`src/rtl/static_mem_ctrl.sv`:
```
module static_mem_ctrl #(
  parameter int N_CS = 4,
  parameter int AW   = 32,
  parameter int TW   = 5
) (
  input  logic                  clk,
  input  logic                  rst_n,
  input  logic                  req_valid,
  output logic                  req_ready,
  input  logic [AW-1:0]         req_addr,
  input  logic                  req_we,
  input  logic                  req_wide,
  input  logic [15:0]           req_wdata,
  output logic                  rsp_valid,
  output logic                  rsp_err,
  output logic [15:0]           rsp_rdata,
  input  logic [N_CS*4*TW-1:0]  cfg_rd_time,
  input  logic [N_CS*4*TW-1:0]  cfg_wr_time,
  input  logic [N_CS*8-1:0]     cfg_mask,
  input  logic [N_CS*8-1:0]     cfg_locate,
  input  logic [N_CS-1:0]       cfg_wide,
  output logic [N_CS-1:0]       mem_cs_n,
  output logic                  mem_oe_n,
  output logic                  mem_we_n,
  output logic [AW-1:0]         mem_addr,
  output logic [15:0]           mem_dout,
  output logic                  mem_doe,
  input  logic [15:0]           mem_din
);

  localparam int CSW = (N_CS > 1) ? $clog2(N_CS) : 1;
  localparam int TS  = 4 * TW;

  typedef enum logic [2:0] {
    PH_IDLE, PH_SETUP, PH_ACCESS, PH_HOLD, PH_TURN, PH_DONE
  } phase_t;

  phase_t         state;
  logic [TW-1:0]  cnt;
  logic [CSW-1:0] cs_sel;
  logic           is_wr, split, second, err_q;
  logic [AW-1:0]  addr_q;
  logic [15:0]    wdata_q, rdata_q;

  logic           hit;
  logic [CSW-1:0] hit_idx;

  always_comb begin
    hit     = 1'b0;
    hit_idx = '0;
    for (int k = N_CS - 1; k >= 0; k--) begin
      if ((req_addr[AW-1 -: 8] & cfg_mask[k*8 +: 8]) == cfg_locate[k*8 +: 8]) begin
        hit     = 1'b1;
        hit_idx = CSW'(k);
      end
    end
  end

  logic [CSW-1:0] t_idx;
  logic           t_wr;
  logic [TS-1:0]  tset;
  logic [TW-1:0]  t_setup, t_acc, t_hold, t_turn, acc_len;

  assign t_idx   = (state == PH_IDLE) ? hit_idx : cs_sel;
  assign t_wr    = (state == PH_IDLE) ? req_we  : is_wr;
  assign tset    = t_wr ? cfg_wr_time[int'(t_idx)*TS +: TS] : cfg_rd_time[int'(t_idx)*TS +: TS];
  assign t_setup = tset[4*TW-1 -: TW];
  assign t_acc   = tset[3*TW-1 -: TW];
  assign t_hold  = tset[2*TW-1 -: TW];
  assign t_turn  = tset[TW-1:0];
  assign acc_len = (t_acc == '0) ? TW'(1) : t_acc;

  phase_t        start_ph, end_ph, turn_ph, hold_ph, lv_ph;
  logic [TW-1:0] start_cnt, end_cnt, turn_cnt, hold_cnt, lv_cnt;
  logic          more, lv_restart;

  assign more = split && !second;

  always_comb begin
    start_ph  = (t_setup != '0) ? PH_SETUP : PH_ACCESS;
    start_cnt = (t_setup != '0) ? t_setup - TW'(1) : acc_len - TW'(1);
    end_ph    = more ? start_ph  : PH_DONE;
    end_cnt   = more ? start_cnt : '0;
    turn_ph   = (t_turn != '0) ? PH_TURN : end_ph;
    turn_cnt  = (t_turn != '0) ? t_turn - TW'(1) : end_cnt;
    hold_ph   = (t_hold != '0) ? PH_HOLD : turn_ph;
    hold_cnt  = (t_hold != '0) ? t_hold - TW'(1) : turn_cnt;
    lv_ph      = PH_IDLE;
    lv_cnt     = '0;
    lv_restart = 1'b0;
    case (state)
      PH_SETUP: begin
        lv_ph  = PH_ACCESS;
        lv_cnt = acc_len - TW'(1);
      end
      PH_ACCESS: begin
        lv_ph      = hold_ph;
        lv_cnt     = hold_cnt;
        lv_restart = more && (t_hold == '0) && (t_turn == '0);
      end
      PH_HOLD: begin
        lv_ph      = turn_ph;
        lv_cnt     = turn_cnt;
        lv_restart = more && (t_turn == '0);
      end
      PH_TURN: begin
        lv_ph      = end_ph;
        lv_cnt     = end_cnt;
        lv_restart = more;
      end
      default: ;
    endcase
  end

  logic narrow;
  assign narrow = !cfg_wide[cs_sel];

  always_ff @(posedge clk or negedge rst_n) begin
    if (!rst_n) begin
      state   <= PH_IDLE;
      cnt     <= '0;
      cs_sel  <= '0;
      is_wr   <= 1'b0;
      split   <= 1'b0;
      second  <= 1'b0;
      err_q   <= 1'b0;
      addr_q  <= '0;
      wdata_q <= '0;
      rdata_q <= '0;
    end else begin
      case (state)
        PH_IDLE: if (req_valid) begin
          addr_q  <= req_addr;
          wdata_q <= req_wdata;
          is_wr   <= req_we;
          rdata_q <= '0;
          second  <= 1'b0;
          cs_sel  <= hit_idx;
          err_q   <= !hit;
          split   <= req_wide && !cfg_wide[hit_idx];
          state   <= hit ? start_ph : PH_DONE;
          cnt     <= hit ? start_cnt : '0;
        end
        PH_DONE: state <= PH_IDLE;
        default: begin
          if (cnt == '0) begin
            state <= lv_ph;
            cnt   <= lv_cnt;
            if (lv_restart) second <= 1'b1;
            if (state == PH_ACCESS && !is_wr) begin
              if (!narrow)     rdata_q        <= mem_din;
              else if (second) rdata_q[15:8]  <= mem_din[7:0];
              else             rdata_q[7:0]   <= mem_din[7:0];
            end
          end else begin
            cnt <= cnt - TW'(1);
          end
        end
      endcase
    end
  end

  logic on_bus;
  assign on_bus    = (state == PH_SETUP) || (state == PH_ACCESS) || (state == PH_HOLD);
  assign mem_cs_n  = on_bus ? ~(N_CS'(1) << cs_sel) : '1;
  assign mem_oe_n  = !(!is_wr && (state == PH_SETUP || state == PH_ACCESS));
  assign mem_we_n  = !(is_wr && state == PH_ACCESS);
  assign mem_doe   = is_wr && on_bus;
  assign mem_addr  = addr_q + {{(AW-1){1'b0}}, second};
  assign mem_dout  = !narrow ? wdata_q : {8'h00, second ? wdata_q[15:8] : wdata_q[7:0]};
  assign req_ready = (state == PH_IDLE);
  assign rsp_valid = (state == PH_DONE);
  assign rsp_err   = err_q;
  assign rsp_rdata = rdata_q;

  AST_ONE_CS: assert property (@(posedge clk) disable iff (!rst_n)
    $countones(~mem_cs_n) <= 1);
  AST_STROBE_EXCL: assert property (@(posedge clk) disable iff (!rst_n)
    !(!mem_we_n && !mem_oe_n));
  AST_WE_DRIVEN: assert property (@(posedge clk) disable iff (!rst_n)
    !mem_we_n |-> (mem_doe && mem_cs_n != '1));
  AST_NO_DRIVE_READ: assert property (@(posedge clk) disable iff (!rst_n)
    mem_doe |-> mem_oe_n);
  AST_RSP_PULSE: assert property (@(posedge clk) disable iff (!rst_n)
    rsp_valid |=> !rsp_valid);
  AST_BUSY_NO_READY: assert property (@(posedge clk) disable iff (!rst_n)
    (mem_cs_n != '1) |-> !req_ready);
  AST_ERR_QUIET: assert property (@(posedge clk) disable iff (!rst_n)
    (rsp_valid && rsp_err) |-> (mem_cs_n == '1 && $past(mem_cs_n) == '1));

endmodule

```
`config.mk`:
```
export PLATFORM = sky130hd
export DESIGN_NAME = static_mem_ctrl
export DESIGN_NICKNAME = d
export VERILOG_FILES = /design/src/rtl/static_mem_ctrl.sv
export SDC_FILE = /design/constraint.sdc
export NUM_CORES = 1
export LEC_CHECK = 0
export BUFFER_PORTS_ARGS = -buffer_cell sky130_fd_sc_hd__clkbuf_2
export CELL_PAD_IN_SITES_DETAIL_PLACEMENT = 0
export CELL_PAD_IN_SITES_GLOBAL_PLACEMENT = 1
export CORE_ASPECT_RATIO = 0.9
export CORE_MARGIN = 2
export CORE_UTILIZATION = 32
export CTS_CLUSTER_DIAMETER = 200
export DETAILED_ROUTE_END_ITERATION = 8
export GPL_TIMING_DRIVEN = 0
export PLACE_DENSITY = 0.82
export SYNTH_ARGS = -nofsm -noshare
export SYNTH_HDL_FRONTEND = slang
export SYNTH_SLANG_ARGS = --single-unit
```
`constraint.sdc`:
```
create_clock -name clk -period 5.52 [get_ports clk]
set_clock_uncertainty 0.2 [all_clocks]
set_input_delay 0.276 -clock clk [delete_from_list [all_inputs] [get_ports clk]]
set_output_delay 0.276 -clock clk [all_outputs]
set_load 0.005 [all_outputs]
```
# == Yosys cells after proc, flatten, opt, wreduce, memory -nomap -nowiden ==
# Cells that the tools add are included.
# word_totals
mem_bits_rw,0
latchBits,0
n_memories,0
romBits,0
register_bits,78
out_inout_bits,74
# op_classes
div_mod_pow,0
n_mul,1
eq_ne,11
shifts,3
n_mux,49
reduce_logical,36
n_bitwise,6
magnitude_cmp,2
add_sub_neg,6
# ops
op,count
16-bit 2-to-1 mux,5
80-bit by 32-bit indexed part select with 20-bit output,1
80-bit by 8-bit indexed part select with 20-bit output,1
5-bit 2-to-1 mux,8
32-bit by 1-bit adder with 32-bit output,1
8-bit bitwise AND,4
8-bit == test,4
16-bit one-hot mux with 2 select lines,1
5-bit by 1-bit subtractor with 5-bit output (second input constant),5
8-bit 2-to-1 mux,3
5-bit logical NOT,4
20-bit 2-to-1 mux,1
5-bit one-hot mux with 4 select lines,1
3-bit 2-to-1 mux,6
5-bit nonzero test,3
2-bit 2-to-1 mux,6
3-bit one-hot mux with 4 select lines,1
1-bit 2-to-1 mux,10
5-bit one-hot mux with 2 select lines,1
5-bit AND reduction,2
1-bit logical AND,9
3-bit by 2-bit == test with 1-bit output (second input constant),2
3-bit == test (second input constant),2
1-bit logical NOT,6
19 further kinds,27

# == Logic depth before layout (Yosys ltp) ==
# Gate-level depths: netlist of run 1.
# logic_depth
ltp_word,20
mapped_depth,24
mapped_depth_nobuf,19

# == Worst setup path before layout of run 1 ==
# OpenSTA, ideal clock, no wires.
# synth_timing
kind,reg-to-reg
from,reg state[1]
to,reg cnt[1]
arrival_time_ns,4.291
setup_slack_ns,0.903
path_stages_with_launch,23
synth_period_minus_slack_ns,4.617
setup_time_ns,0.126
cell_sequence,dfrtp_1 > clkbuf_1 > or3_1 > clkbuf_1 > mux2i_4 > buf_2 > buf_2 > clkbuf_1 > nand2_1 > and3_1 > a31oi_1 > mux2_2 > inv_1 > ha_1 > inv_1 > a221oi_1 > o211ai_1 > a21oi_1 > a22oi_1 > nor3_1 > nor3_1 > o21ai_0 > o32a_1
# synth_via
elab_chain_len,15
elab_cells_between_ends,33
cone_classes,add/sub: 4; mul: 1; eq/ne: 6; shift: 2; mux: 13; bitwise: 1; reduce/logical: 6
# synth_lines
item,line,text
from (decl),38,phase_t state;
from (signal assigned),141,state <= hit ? start_ph : PH_DONE;
from (signal assigned),147,state <= lv_ph;
3-bit logical NOT,"64, 65, 131",
2-bit 2-to-1 mux,64,assign t_idx = (state == PH_IDLE) ? hit_idx : cs_sel;
2-bit by 3-bit multiplier with 5-bit output,66,assign tset = t_wr ? cfg_wr_time[int'(t_idx)*TS +: TS] : cfg_rd_time[int'(t_idx)*TS +: TS];
80-bit by 8-bit indexed part select with 20-bit output / 80-bit by 32-bit indexed part select with 20-bit output (equally long branches),66,
20-bit 2-to-1 mux,66,
5-bit logical NOT,71,assign acc_len = (t_acc == '0) ? TW'(1) : t_acc;
5-bit 2-to-1 mux,71,
5-bit by 1-bit subtractor with 5-bit output,"81, 94",
5-bit 2-to-1 mux,81,start_cnt = (t_setup != '0) ? t_setup - TW'(1) : acc_len - TW'(1);
5-bit 2-to-1 mux,83,end_cnt = more ? start_cnt : '0;
5-bit 2-to-1 mux,85,turn_cnt = (t_turn != '0) ? t_turn - TW'(1) : end_cnt;
5-bit 2-to-1 mux,87,hold_cnt = (t_hold != '0) ? t_hold - TW'(1) : turn_cnt;
5-bit one-hot mux with 4 select lines,91,case (state)
5-bit 2-to-1 mux,146,if (cnt == '0) begin
5-bit one-hot mux with 2 select lines,131,case (state)
to (signal assigned),142,cnt <= hit ? start_cnt : '0;
to (signal assigned),148,cnt <= lv_cnt;
to (signal assigned),156,cnt <= cnt - TW'(1);
to (decl),39,logic [TW-1:0] cnt;
# Parallel ways exist; a longest one is shown, timed or not. The select of a mux whose other input is x is not followed.
# A chain may end at the register's enable or synchronous reset.

# == Final worst setup path of run 1 ==
# Ends and elaborated chain as after synthesis.

==> results.md, run 1 <==
- DR vias/cell: 5.07
- Global route total overflow: 0
- Post-CTS Setup Repair Bufs: 0
- Port bufs: 364
- Share of post-route cells with drive strength above 1: 32.6%
- Layout fillers: 2262
- Seq/Total Area, Yosys: 27.3%
- Post-synth EDFFs: 0
- Synth Register Bits: 78
- WS Path Type: reg -> reg
- Crit. End Element: register
- Wl on met1: 12800 um
- Minimum clock period: 5.19 ns
- # Max-Cap Violations: 0
- Residual DRC count: 0
- Via count: 8449
- FFs w/ async S/R, synth: 100%
- Fin. Hold Viols: 0
- Clock buffer count from CTS: 9
- R2R Setup Slk: 0.33 ns
- RSZ-0062 raised after global routing: no
- First-pass GRT wire length: 44700 um
- Sequential Area: 0.00195 mm^2
- CTS sink cnt: 78
- Fin area: 0.0101 mm^2
- Critical Path AT: 5.20 ns
- Pleak: 5.35 nW
- Final Instance Count excl. Fillers: 1667
- Actual slew at the worst max-slew pin: 1.07 ns
- Synth unique cells: 65
- Syn-to-layout area delta: 42.0%
- Routed met2 length: 14200 um
- Mapped cell area: 0.00714 mm^2
- Row count: 51
- Crit-path max FO: 19
- Total power: 0.00409 W
- Worst path required time: 5.53 ns
- Hold/Removal Path Class: in -> reg
- Final Max Slew Viols: 0
- Slew margin rel.: 28.1%
- Status: finished, final reports clean
- H-tree levels: 3
- Crit share post-route: 94.0%
- PwrDens: 404 mW/mm^2
- Initial antenna violation count: 4
- Post-place instance area: 0.00935 mm^2
- CP Launch Type: register
- Routed wl met3: 1710 um
- Peak supply drop: 0.182 mV
- Post-route antenna net violation count: 0
- 1st-iter DRT viols: 548
- Max Fclk: 193 MHz
- DP Wirelength: 23800 um
- Reg clk slew, reported paths: 0.06 ns
- Total die area: 0.0235 mm^2
- YS warnings: 0
- CTS max path bufs: 2
- Routed WL: 29300 um
- Synth Flop Type: dfrtp_1
- Mean Syn Cell Area: 7.54 um^2
- Starting Density: 32.8%
- Largest net degree at the start of global routing: 51
- Synth Net Count: 1251
- Die Ht: 146 um
- Clk_lat worst skew: 0.32 ns
- CTS tree: yes
- # IOs: 371
- Core area: 0.0218 mm^2
- Multi-input gate area in the final layout: 0.00488 mm^2
- Commonest non-fill, non-tap cell in the layout: clkbuf_2
- Total GRT Usage: 24.0%
- Util after Layout: 46.6%
- Chip Width: 161 um
- Vias in the first global route: 8310
- Final net count: 1671
- Post-synthesis instance total: 947
- DR WL/cell: 17.6 um
- Drt first pass iters: 7
- Final setup fails: 0
- Highest routed layer: met4
- Placed cells: 1603
- Clock root cell: clkbuf_16
- Commonest non-fill, non-tap cells in the layout: clkbuf_2, nand2_1, mux2i_1, dfrtp_1, dlygate4sd3_1
- Gpl congestion: 0.897
## cell type report
cell class                      instances  area share, %
Clock inverter                          5          0.333
Clock buffer                           11           2.40
Timing Repair Buffer                  413           23.0
Multi-Input combinational cell        797           48.2
Tap cell                              291           3.59
Antenna cell                            4         0.0988
Buffer                                 54           2.59
Sequential cell                        78           19.3
Inverter                               14          0.519
## report_power, final
part,leakage (nW),internal (W),total [W],switching [W]
clock network,0.132,0.000317,0.000559,0.000242
registers,0.984,0.000827,0.00105,0.000227
logic,4.23,0.00105,0.00248,0.00143
## cell families (layout without fill, tap and decap cells)
logic type | after synthesis | in the layout | synth area share (%)
DFF | 78 | 78 | 27.3
other | 0 | 4 | 0
muxes | 104 | 104 | 15.3
xor gates and xnor gates | 39 | 39 | 4.79
buffers and inverters | 72 | 497 | 4.51
and+or+nand+nor | 480 | 480 | 30.5
adders and majority gates | 7 | 7 | 1.23
AOI/OAI and AO/OA | 167 | 167 | 16.3
## routing by layer
layer / up-vias / track usage [%]
li1: 4179 / -
met1: 3924 / 30.9
met2: 312 / 41.6
met3: 34 / 3.79
met4: 0 / 6.74
met5: - / 0
## worst max-delay path: stages (launching register included)
cell	delay [ns]
dfrtp_1	0.32
clkbuf_1	0.30
or3_1	0.16
clkbuf_1	0.30
mux2i_4	0.48
buf_2	0.39
buf_2	0.43
nand2_1	0.09
and3_1	0.18
a31oi_1	0.21
mux2i_1	0.16
ha_1	0.25
and4b_1	0.22
o21ai_1	0.40
nor3_2	0.12
nor3_2	0.32
o21ai_0	0.20
o32a_1	0.31
## sequential cells by signal (all words and copies together) (netlist names)
signal     cells
addr_q        32
cnt            5
cs_sel         2
is_wr          1
rsp_err        1
rsp_rdata     16
second         1
split          1
state          3
wdata_q       16
## synth_stat cells (all sizes together) (2+ instances only)
cell type  count  share of area [%]
nand2        281                 15
mux2i         84                 12
dfrtp         78                 27
nor2          45                2.4
nand3         41                2.9
o21ai         36                2.5
clkbuf        35                1.8
and3          31                2.7
a21oi         27                1.9
buf           23                1.9
nor3          21                1.5
xnor2         21                2.6
mux2          19                3.0
xor2          18                2.2
a211oi        15                2.0
and2          15                1.3
inv           14               0.74
a21o          13                1.5
a31oi         12                1.1
nand4         10                1.1
o31ai         10                1.1
and3b          9                1.1
a21boi         8               0.84
ha             7                1.2
o22a           7               0.86
a221oi         6               0.74
nand2b         6               0.63
o22ai          6               0.53
a31o           5               0.61
nor2b          5               0.44
o211ai         5               0.53
or3            4               0.35
and4           3               0.37
and4b          3               0.42
a211o          2               0.25
a32o           2               0.28
o32a           2               0.28
or2            2               0.18
## through the flow
step           hold WS [ns]  setup TNS, ns  setup WS, ns
2_1_floorplan        -0.220              0         0.903
3_3_place_gp          0.253         -0.621        -0.338
4_1_cts            0.000903              0        0.0176
3_5_place_dp         0.0728         -0.549        -0.322
5_1_grt              0.0176              0        0.0208
6_report             0.0115              0         0.333
## final timing paths
| path | startpoint | to | cells past startpoint |
|---|---|---|---|
| worst min register to register | wdata_q[0] | wdata_q[0] | 2 |
| max in group asynchronous | rst_n | rsp_rdata[14] | 3 |
| worst max-delay path | state[1] | cnt[1] | 17 |
| worst max register to register | state[1] | cnt[1] | 17 |
| min in group asynchronous | rst_n | addr_q[10] | 2 |
| worst min-delay path | mem_din[3] | rsp_rdata[3] | 3 |
## timing repair
action	4_1_cts	5_1_grt
gates resized for setup	6	6
hold buffers	48	0
hold endpoints to repair	75	0
setup endpoints to repair	3	4
pin swaps	0	0
No activity file was read; power rests on OpenSTA's default activity.
==> run 2: changes to the inputs <==
--- a/config.mk
+++ b/config.mk
@@ -8,7 +8,6 @@
 export BUFFER_PORTS_ARGS = -buffer_cell sky130_fd_sc_hd__clkbuf_2
 export CELL_PAD_IN_SITES_DETAIL_PLACEMENT = 0
 export CELL_PAD_IN_SITES_GLOBAL_PLACEMENT = 1
-export CORE_ASPECT_RATIO = 0.9
 export CORE_MARGIN = 2
 export CORE_UTILIZATION = 32
 export CTS_CLUSTER_DIAMETER = 200
==> constraint.sdc (replaced) <==
create_clock -name clk -period 5.52 [get_ports clk]
set_clock_uncertainty 0.2 [all_clocks]
set_input_delay 0.276 -clock clk [delete_from_list [all_inputs] [get_ports clk]]
set_output_delay 0.276 -clock clk [all_outputs]
set_load 0.05 [all_outputs]
==> run 2 against run 1 <==
- register-to-register slack worse by 0.03 ns
- wire length up 1.2%
- sequential power is essentially flat
- power increased by 22%
- setup slack got worse by 0.032 ns
- fmax down 0.62%
- final cell count is 0.84% lower
- first-iteration DRC count shrank 31%
- flip-flop and latch count stayed put
- critical path type unchanged
- largest cell class unchanged
- highest routed layer is now met5
==> results.md, run 2 (synthesis gave the netlist of run 1 again) <==
- Crit-path max FO: 19
- Final TNS setup: 0 ns
- Global route total overflow: 0
- PwrDens: 491 mW/mm^2
- Drt first pass iters: 5
- Total GRT Usage: 24.5%
- Routed WL: 29600 um
- Hold/Removal Path Class: in -> reg
- Commonest non-fill, non-tap cell in the layout: clkbuf_2
- Pleak: 5.39 nW
- First-pass GRT wire length: 45600 um
- Row count: 54
- H-tree levels: 3
- CP Launch Type: register
- Total power: 0.00501 W
- CP Cell Sequence: clkbuf_1 > or3_1 > clkbuf_1 > mux2i_4 > buf_4 > clkbuf_2 > nand2_1 > and3_1 > a31oi_1 > mux2i_1 > ha_1 > and4b_1 > o21ai_1 > nor3_1 > nor3_1 > o21ai_0 > o32a_1
- Largest register FFs: 32
- Syn-to-layout area delta: 42.8%
- Post-route antenna net violation count: 0
- Final Instance Count excl. Fillers: 1653
- Fin. Hold Viols: 0
- CP max stage cell: mux2i_4
- Slew margin rel.: 36.5%
- Status: finished, final reports clean
- 1st-iter DRT viols: 380
- Via count: 8480
- # IOs: 371
- CTS tree: yes
- DR WL/cell: 17.9 um
- Residual DRC count: 0
- DR vias/cell: 5.13
- Slowest stage delay, CP: 0.46 ns
- Clk_lat worst skew: 0.34 ns
- Reg clk slew, reported paths: 0.06 ns
- Die Ht: 153 um
- Gpl congestion: 0.921
- Clock buffer count from CTS: 9
- # Max-Cap Violations: 0
- Layout fillers: 2285
- Minimum clock period: 5.22 ns
- Final Max Slew Viols: 0
- Placed cells: 1592
- Worst path required time: 5.55 ns
- N_diodes: 0
- RSZ-0062 raised after global routing: no
- Biggest register: addr_q
- Share of post-route cells with drive strength above 1: 32.4%
- Final net count: 1672
- Core area: 0.0219 mm^2
- Clock root cell: clkbuf_16
- WS Path Type: reg -> reg
- Chip Width: 153 um
- Vias in the first global route: 8383
- Critical Path AT: 5.24 ns
- Peak supply drop: 0.191 mV
- Port bufs: 364
- Largest net degree at the start of global routing: 43
- Initial antenna violation count: 2
- Starting Density: 32.6%
- Post-CTS Setup Repair Bufs: 0
- Final setup fails: 0
- Actual slew at the worst max-slew pin: 0.944 ns
- Crit. End Element: register
- DP Wirelength: 24500 um
- Commonest non-fill, non-tap cells in the layout: clkbuf_2, nand2_1, mux2i_1, dfrtp_1, dlygate4sd3_1
- CTS sink cnt: 78
- Total die area: 0.0235 mm^2
- CTS max path bufs: 2
- Max Fclk: 192 MHz
- Crit share post-route: 94.6%
==> run 2: changes by cell type in the layout (fill, tap and decap cells not counted), moves of 2 or more <==
| cell | before | now |
|---|---|---|
| clkinv_4 | 0 | 2 |
| diode_2 | 4 | 0 |
| nor3_2 | 2 | 0 |
| dlygate4sd3_1 | 48 | 50 |
| bufinv_16 | 0 | 2 |
| nor3_1 | 19 | 21 |
| clkinvlp_4 | 2 | 0 |
| clkbuf_8 | 1 | 3 |
| clkinv_2 | 2 | 0 |
| buf_2 | 14 | 11 |
| clkbuf_4 | 1 | 3 |
==> run 2: worst max-delay path: cells and delay by family (launching register included) <==
kind | cells | cell delay [ns]
AOI/OAI and AO/OA | 4 | 1.17
adders and majority gates | 1 | 0.28
buffers and inverters | 4 | 1.27
DFF | 1 | 0.32
muxes | 2 | 0.65
and+or+nand+nor | 6 | 1.22
==> run 2: final timing paths <==
kind	startpoint	endpoint	slack (ns)	cells after the start
setup reg to reg	state[1]	cnt[1]	0.30	17
setup / recovery	state[1]	cnt[1]	0.30	17
max in group asynchronous	rst_n	addr_q[1]	4.20	3
hold reg to reg	wdata_q[7]	wdata_q[7]	0.28	2
hold / removal	req_addr[4]	addr_q[4]	0.01	3
min in group asynchronous	rst_n	addr_q[19]	0.30	2
==> run 2: per-layer routing <==
metal | global-route usage (%) | share of wire [%] | vias to the layer above
li1 | - | - | 4168
met2 | 43.5 | 49 | 348
met1 | 29.8 | 42 | 3919
met4 | 6.90 | 2.2 | 4
met3 | 5.19 | 6.8 | 41
met5 | 0 | 0.10 | -
==> run 2: layout make-up <==
cell class / instances / area, um^2 / share of cell area (%)
sequential: 78 / 1950 / 19.1
timing repair buffer: 415 / 2350 / 23.1
tap: 280 / 350 / 3.44
buffer: 53 / 263 / 2.58
inverter: 14 / 52.6 / 0.516
clock inverter: 4 / 77.6 / 0.761
clock buffer: 12 / 267 / 2.61
multi-input combinational: 797 / 4880 / 47.9
==> run 2: through the flow <==
stage	hold slack [ns]	util [%]	setup slack [ns]	cell area, um^2
CTS	0.0211	46.6	0.0919	10200
floorplan	-0.220	-	0.903	7140
global route	0.0112	46.6	0.0120	10200
finish	0.0133	46.6	0.301	10200
global placement	0.255	42.5	-0.130	9310
detailed placement	0.131	42.7	-0.157	9340
==> run 2: power breakdown <==
group | internal (W) | switching (W)
sequential | 0.000827 | 0.000225
combinational | 0.00105 | 0.00222
clock | 0.000435 | 0.000246
total | 0.00231 | 0.00269
==> run 2: timing repair <==
item / CTS / global route
endpoints found under the setup margin: 2 / 6
gates resized for setup: 2 / 12
pin swaps: 0 / 0
cloned: 0 / 0
endpoints found under the hold margin: 85 / 0
hold buffers: 50 / 0
==> run 3: changes to the inputs <==
--- a/config.mk
+++ b/config.mk
@@ -12,7 +12,7 @@
 export CORE_UTILIZATION = 32
 export CTS_CLUSTER_DIAMETER = 200
 export DETAILED_ROUTE_END_ITERATION = 8
-export GPL_TIMING_DRIVEN = 0
+export GPL_TIMING_DRIVEN = 1
 export PLACE_DENSITY = 0.82
 export SYNTH_ARGS = -nofsm -noshare
 export SYNTH_HDL_FRONTEND = slang
==> run 3 against run 2 <==
- via count down 2.3%
- register-to-register slack better by 0.33 ns
- setup slack better by 0.33 ns
- die area unchanged
- design area down 1.5%
==> results.md, run 3 (synthesis gave the netlist of run 1 again) <==
- Final Max Slew Viols: 0
- DR vias/cell: 5.12
- Pleak: 5.33 nW
- Residual DRC count: 0
- HP Start: req_we
- Gpl congestion: 0.970
- Chip Width: 153 um
- Slowest stage delay, CP: 0.59 ns
- Largest register FFs: 32
- Hold/Removal Path Class: in -> reg
- Actual slew at the worst max-slew pin: 1.16 ns
- Initial antenna violation count: 2
- CTS resizes: 0
- Die Ht: 153 um
- Routed WL: 29600 um
- Status: finished, final reports clean
- Global route total overflow: 0
- Layout fillers: 2262
- Port bufs: 370
- Final setup fails: 0
- Share of post-route cells with drive strength above 1: 33.0%
- Post-route antenna net violation count: 0
- Vias in the first global route: 8410
- CP Cell Sequence: or3_1 > buf_4 > mux2i_4 > nand2_1 > and3_1 > a31oi_1 > mux2_2 > inv_1 > ha_1 > inv_1 > a221oi_1 > o211ai_1 > a21oi_1 > a22oi_1 > nor3_1 > nor3_1 > o21ai_0 > o32a_1
- DR WL/cell: 18.3 um
- Highest routed layer: met5
- Reg-to-reg startpoint: state[0]
- Hold Buf Count CTS: 49
- # IOs: 371
- Final net count: 1638
- Clock root cell: clkbuf_16
- Crit. End Element: register
- CTS tree: yes
- Total power: 0.00495 W
- Commonest non-fill, non-tap cells in the layout: clkbuf_2, nand2_1, mux2i_1, dfrtp_1, dlygate4sd3_1
- # Max-Cap Violations: 0
- CP startpoint: state[0]
- CTS max path bufs: 2
- Starting Density: 32.6%
- CP max stage cell: mux2i_4
- Via count: 8287
- Commonest non-fill, non-tap cell in the layout: clkbuf_2
- Biggest register: addr_q
- Routed met2 length: 14400 um
- Critical Path AT: 4.91 ns
- Peak supply drop: 0.167 mV
- Slew margin rel.: 22.4%
- Fin. Hold Viols: 0
- CTS sink cnt: 78
- Total die area: 0.0235 mm^2
- Routed wl met3: 1840 um
- Post-CTS Setup Repair Bufs: 0
- Minimum clock period: 4.89 ns
- WS Path Type: reg -> reg
- Clock buffer count from CTS: 9
- CP Launch Type: register
- 1st-iter DRT viols: 363
- First-pass GRT wire length: 46000 um
- Reg clk slew, reported paths: 0.06 ns
- RSZ-0062 raised after global routing: no
- Worst path required time: 5.54 ns
- Row count: 54
- Syn-to-layout area delta: 40.7%
- DP Wirelength: 23500 um
- Clk_lat worst skew: 0.34 ns
- H-tree levels: 3
- Final TNS setup: 0 ns
- Crit share post-route: 88.5%
- PwrDens: 493 mW/mm^2
- Crit-path max FO: 21
- Core area: 0.0219 mm^2
- Total GRT Usage: 24.7%
- Wl on met1: 12400 um
- Largest net degree at the start of global routing: 79
- Drt first pass iters: 4
- Max Fclk: 205 MHz
==> run 3: cell types whose count changed in the layout (fill, tap and decap cells not counted), moves of 3 or more <==
cell	previous run	this run
buf_4	5	14
clkbuf_4	3	0
clkbuf_1	27	2
buf_2	11	0
==> run 3: final timing paths <==
path / to / depth (start not counted) / slack (ns)
setup / recovery: cnt[1] / 18 / 0.63
hold / removal: is_wr / 3 / 0.02
setup reg to reg: cnt[1] / 18 / 0.63
hold reg to reg: wdata_q[7] / 2 / 0.28
max in group asynchronous: cnt[3] / 2 / 3.94
min in group asynchronous: wdata_q[9] / 2 / 0.45
==> run 3: through the flow <==
| step | area [um^2] | setup WS (ns) | std cells | hold WS, ns | utilization, % |
|---|---|---|---|---|---|
| after detailed placement | 9230 | 0.665 | 1554 | 0.257 | 42.1 |
| after global placement | 9230 | 0.670 | 1554 | 0.254 | 42.1 |
| after global routing | 10000 | 0.256 | 1620 | 0.0243 | 45.9 |
| after CTS | 10000 | 0.670 | 1619 | 0.00254 | 45.9 |
| final | 10000 | 0.635 | 1620 | 0.0217 | 45.9 |
| after floorplan | 7140 | 0.903 | 947 | -0.220 | - |
==> run 3: routing by layer <==
layer  global-route usage (%)  vias up
met2                     43.6      326
met1                     30.0     3805
met3                     4.62       46
met4                     8.56        2
li1                         -     4108
met5                        0        -
==> run 3: report_power, final <==
part,leakage [nW],internal (W),switching [W]
Sequential,0.984,0.000826,0.000259
Clock,0.158,0.000412,0.000244
Combinational,4.19,0.00105,0.00215
Total,5.33,0.00229,0.00266
==> run 3: critical path: cells and delay by family (launching register included) <==
family                     cells  cell delay (ns)
DFF                            1             0.52
AOI/OAI and AO/OA              7             1.30
muxes                          2             0.78
adders and majority gates      1             0.18
buffers and inverters          3             0.37
and+or+nand+nor                5             1.40
==> run 3: area by class of cell <==
cell class	count	area, um^2	area share [%]
inverter	14	52.6	0.523
sequential	78	1950	19.4
clock buffer	12	246	2.45
timing repair buffer	434	2480	24.7
tap	280	350	3.49
antenna	1	2.50	0.0249
multi-input combinational	797	4880	48.6
clock inverter	4	77.6	0.772
